==> src/rtl/cpwm_phase.sv <==
module cpwm_phase #(
  parameter int CW = 16,
  parameter int DW = 16
) (
  input  logic                 clk,
  input  logic                 rst_n,
  input  logic                 dbl_mode,
  input  logic [CW-1:0]        half_len,
  input  logic signed [DW-1:0] duty_ofs,
  input  logic [CW-1:0]        dead,
  output logic                 hs_n,
  output logic                 ls_n,
  output logic                 sync_p,
  output logic                 mid_p
);
  localparam int SW = ((CW > DW) ? CW : DW) + 3;

  logic [CW-1:0]        cnt, wp, wt;
  logic signed [DW-1:0] wd;
  logic                 half, started;

  wire last = (cnt == wp - CW'(1));

  always_ff @(posedge clk) begin
    if (!rst_n) begin
      cnt     <= '0;
      half    <= 1'b1;
      started <= 1'b0;
      wp      <= CW'(1);
      wd      <= '0;
      wt      <= '0;
    end else if (last) begin
      cnt     <= '0;
      half    <= ~half;
      started <= 1'b1;
      if (half || dbl_mode) begin
        wp <= (half_len == '0) ? CW'(1) : half_len;
        wd <= duty_ofs;
        wt <= dead;
      end
    end else begin
      cnt <= cnt + CW'(1);
    end
  end

  logic signed [SW-1:0] p_s, c_s, d_s, t_s, hs_raw, ls_raw;
  assign p_s    = SW'(wp);
  assign c_s    = SW'(wp >> 1);
  assign d_s    = SW'(wd);
  assign t_s    = SW'(wt);
  assign hs_raw = c_s + d_s - t_s;
  assign ls_raw = c_s - d_s - t_s;

  function automatic logic [CW-1:0] clamp(input logic signed [SW-1:0] v,
                                          input logic signed [SW-1:0] lim);
    if (v < 0)        return '0;
    else if (v > lim) return lim[CW-1:0];
    else              return v[CW-1:0];
  endfunction

  logic [CW-1:0] hs_on, ls_on;
  assign hs_on = clamp(hs_raw, p_s);
  assign ls_on = clamp(ls_raw, p_s);

  logic hs_act, ls_act;
  assign hs_act = half ? (cnt < hs_on) : (cnt >= wp - hs_on);
  assign ls_act = half ? (cnt >= wp - ls_on) : (cnt < ls_on);

  assign hs_n   = ~(started & hs_act);
  assign ls_n   = ~(started & ls_act);
  assign sync_p = started & ~half & (cnt == '0);
  assign mid_p  = started &  half & (cnt == '0);
endmodule

==> config.mk <==
export PLATFORM = sky130hd
export DESIGN_NAME = cpwm_phase
export DESIGN_NICKNAME = d
export VERILOG_FILES = /design/src/rtl/cpwm_phase.sv
export SDC_FILE = /design/constraint.sdc
export NUM_CORES = 1
export LEC_CHECK = 0
export ABC_CLOCK_PERIOD_IN_PS = 7850
export BUFFER_PORTS_ARGS = -buffer_cell sky130_fd_sc_hd__buf_2
export CORE_MARGIN = 1.5
export CORE_UTILIZATION = 35
export DETAILED_ROUTE_END_ITERATION = 10
export GPL_ROUTABILITY_DRIVEN = 0
export PLACE_DENSITY_LB_ADDON = 0.15
export SLEW_MARGIN = 20
export SYNTH_ARGS = -nofsm -noshare
export SYNTH_HDL_FRONTEND = slang
export SYNTH_SLANG_ARGS = --single-unit
==> constraint.sdc <==
create_clock -name clk -period 7.85 [get_ports clk]
set_input_delay 0.3925 -clock clk [delete_from_list [all_inputs] [get_ports clk]]
set_output_delay 0.3925 -clock clk [all_outputs]
set_load 0.01 [all_outputs]
==> qor.csv <==
metric,value,unit
status,"complete, but fails checks",
violations,setup timing,
crit_buf_inv,4,
drive_gt1_frac,0.2585,
yosysSeqAreaShare,0.1398,
ys_ff_latch,66,
detail_route.first_pass.iterations,5,
fin_crit_sh,1.080,
rows,59,
pin_count,55,
synth_edf_count,0,
coreArea,0.02628,mm2
slowest_delay,0.57,ns
cts_tree,yes,
yosys_warnings,0,
dp_hpwl,22810,um
ys.flop_type,dfxtp_1,
initial_utilization,0.3597,
fmax,0.1179,GHz
hold_viol,0,
final.min_clock_period,8.479,ns
end_kind,output port,
via_per_inst,5.068,
avgSynthCellArea,8.285,um2
cts.sinks,66,
cp_slowest_cell,fa_2,
max_slew_margin,0.4029,
clkTransAtPathRegs,0.06,ns
die-height,167.3,um
cts_buffers,9,
drt_iter0_drc,492,
synth_area_leaders,"ha_1, dfxtp_1, fa_1",
final_area,0.01217,mm2
gr-total-overflow,0,
numPortBuffers,54,
worstSetupStartpoint,wd[0],
final_cell_mix,"buf_4, ha_1, inv_1, nand2_1, nor2_1",
syn_to_final_growth,28.70,%
die_area,0.02800,mm2
clockBufferDepth,2,
crit_required,7.46,ns
cp_top_family,compound AO/OA/AOI/OAI gates,
cap_violations,0,
asyncSetResetFlopFracSynth,0,
arrival,8.09,ns
setup_viol,2,
ys_types,71,
grt_pass1_vias,8561,
drc,0,
antenna_cells,0,
synth_area,0.009453,mm2
ctsHoldBuffers,0,
grt_antenna_before_repair,0,
setup_slack,-0.6295,ns
track_usage,0.2090,
clock_latency,0.35,ns
critPathKind,reg -> out,
fin_skew,0.006100,ns
worstPathMaxFanout,3,
synth_top_area_cell,ha_1,
ant_nets,0,
tightest_slew,0.8875,ns
grt_max_degree,53,
root_buffer,clkbuf_16,
nets,1622,
yosys.area.top_type_share,0.2210,
dpl_cell_area,0.01134,mm2
synthCells,1141,
hold_class,in -> reg,
grt_pass1_wl,45390,um
slew_viol_final,0,
r2r_start,wp[0],
rsz0062_at_grt,true,
num_vias,8677,
hold_start,duty_ofs[4],
wl_per_cell,16.77,um
die_w,167.3,um
final_common_cell,buf_4,
cts_max_level,3,
synth_nets,1391,
startpoint_type,register,
routed_wl,28710,um
==> metrics by stage <==
| step | instances | setup TNS [ns] | utilization | setup slack (ns) | hold slack (ns) |
|---|---|---|---|---|---|
| after floorplan | 1141 | 0 | - | 0.007856 | 0.4382 |
| after detailed placement | 1664 | -0.8483 | 0.4314 | -0.5195 | 0.4505 |
| after CTS | 1707 | -0.9988 | 0.4593 | -0.6838 | 0.2777 |
| final | 1712 | -1.038 | 0.4629 | -0.6295 | 0.2878 |
| after global routing | 1712 | -1.771 | 0.4629 | -1.014 | 0.2969 |
| after global placement | 1664 | -0.7669 | 0.4314 | -0.4509 | 0.4466 |
==> tightest hold or removal path, stage by stage <==
cell and delay [ns]:
buf_2 0.07, mux2i_1 0.05, nor2b_1 0.09
==> cell usage after synthesis, types with 8 or more instances <==
cell,n
clkbuf_1,28
inv_1,100
nor2b_1,58
xnor2_1,52
nor2_1,73
a21oi_1,68
xor2_1,41
nand2_1,80
ha_1,167
o21ai_1,9
a211oi_1,15
o21ai_0,34
a21o_1,33
mux2_1,12
mux2i_1,50
fa_1,32
nor3_1,25
dfxtp_1,66
o21a_1,8
nand2b_1,13
mux2_2,9
a31oi_1,9
nand3_1,29
nand4_1,21
o21bai_1,12
==> worst paths after layout <==
check	depth (start not counted)	to	slack, ns
worst max-delay path	40	ls_n	-0.63
worst min-delay path	3	wd[4]	0.29
worst max register to register	12	wp[7]	3.71
worst min register to register	2	started	0.46
==> state kept, by name (all words and copies together) (netlist names) <==
register,count
cnt,16
wd,16
wp,16
wt,16
half,1
started,1
==> routing by layer <==
layer	track usage	share of wire	routed length, um	up-vias
met5	0	0	0	-
met3	0.02127	0.023	669	31
li1	-	-	-	4488
met4	0.07834	0.025	709	0
met2	0.3469	0.46	13210	132
met1	0.2798	0.49	14130	4026
==> final cells by class <==
cell class                 instances  area [um2]
fill                            2648       14110
inverter                         100       375.4
sequential                        66        1328
clock inverter                     6       137.6
tap                              335       419.2
clock buffer                      10       239.0
timing repair buffer             255        1787
multi-input combinational        940        7880
==> cell families (layout without fill, tap and decap cells) <==
family / Yosys count / count (layout) / synth area share
adder cells (fa/ha/maj): 199 / 199 / 0.2888
flip-flops: 66 / 66 / 0.1398
XOR/XNOR: 93 / 93 / 0.08617
AO/OA/AOI/OAI: 236 / 236 / 0.1652
AND/OR/NAND/NOR: 341 / 341 / 0.1844
buffers and inverters: 135 / 371 / 0.05771
multiplexers: 71 / 71 / 0.07796
==> timing repair <==
| item | 4_1_cts | 5_1_grt |
|---|---|---|
| setup buffers | 27 | 5 |
| resized for setup | 42 | 14 |
| endpoints found under the setup margin | 2 | 2 |
| pin swaps | 45 | 33 |
Power is left out: the tool's default activity adds up to more than one toggle a clock period on the data nets, which glitch-free logic cannot reach.
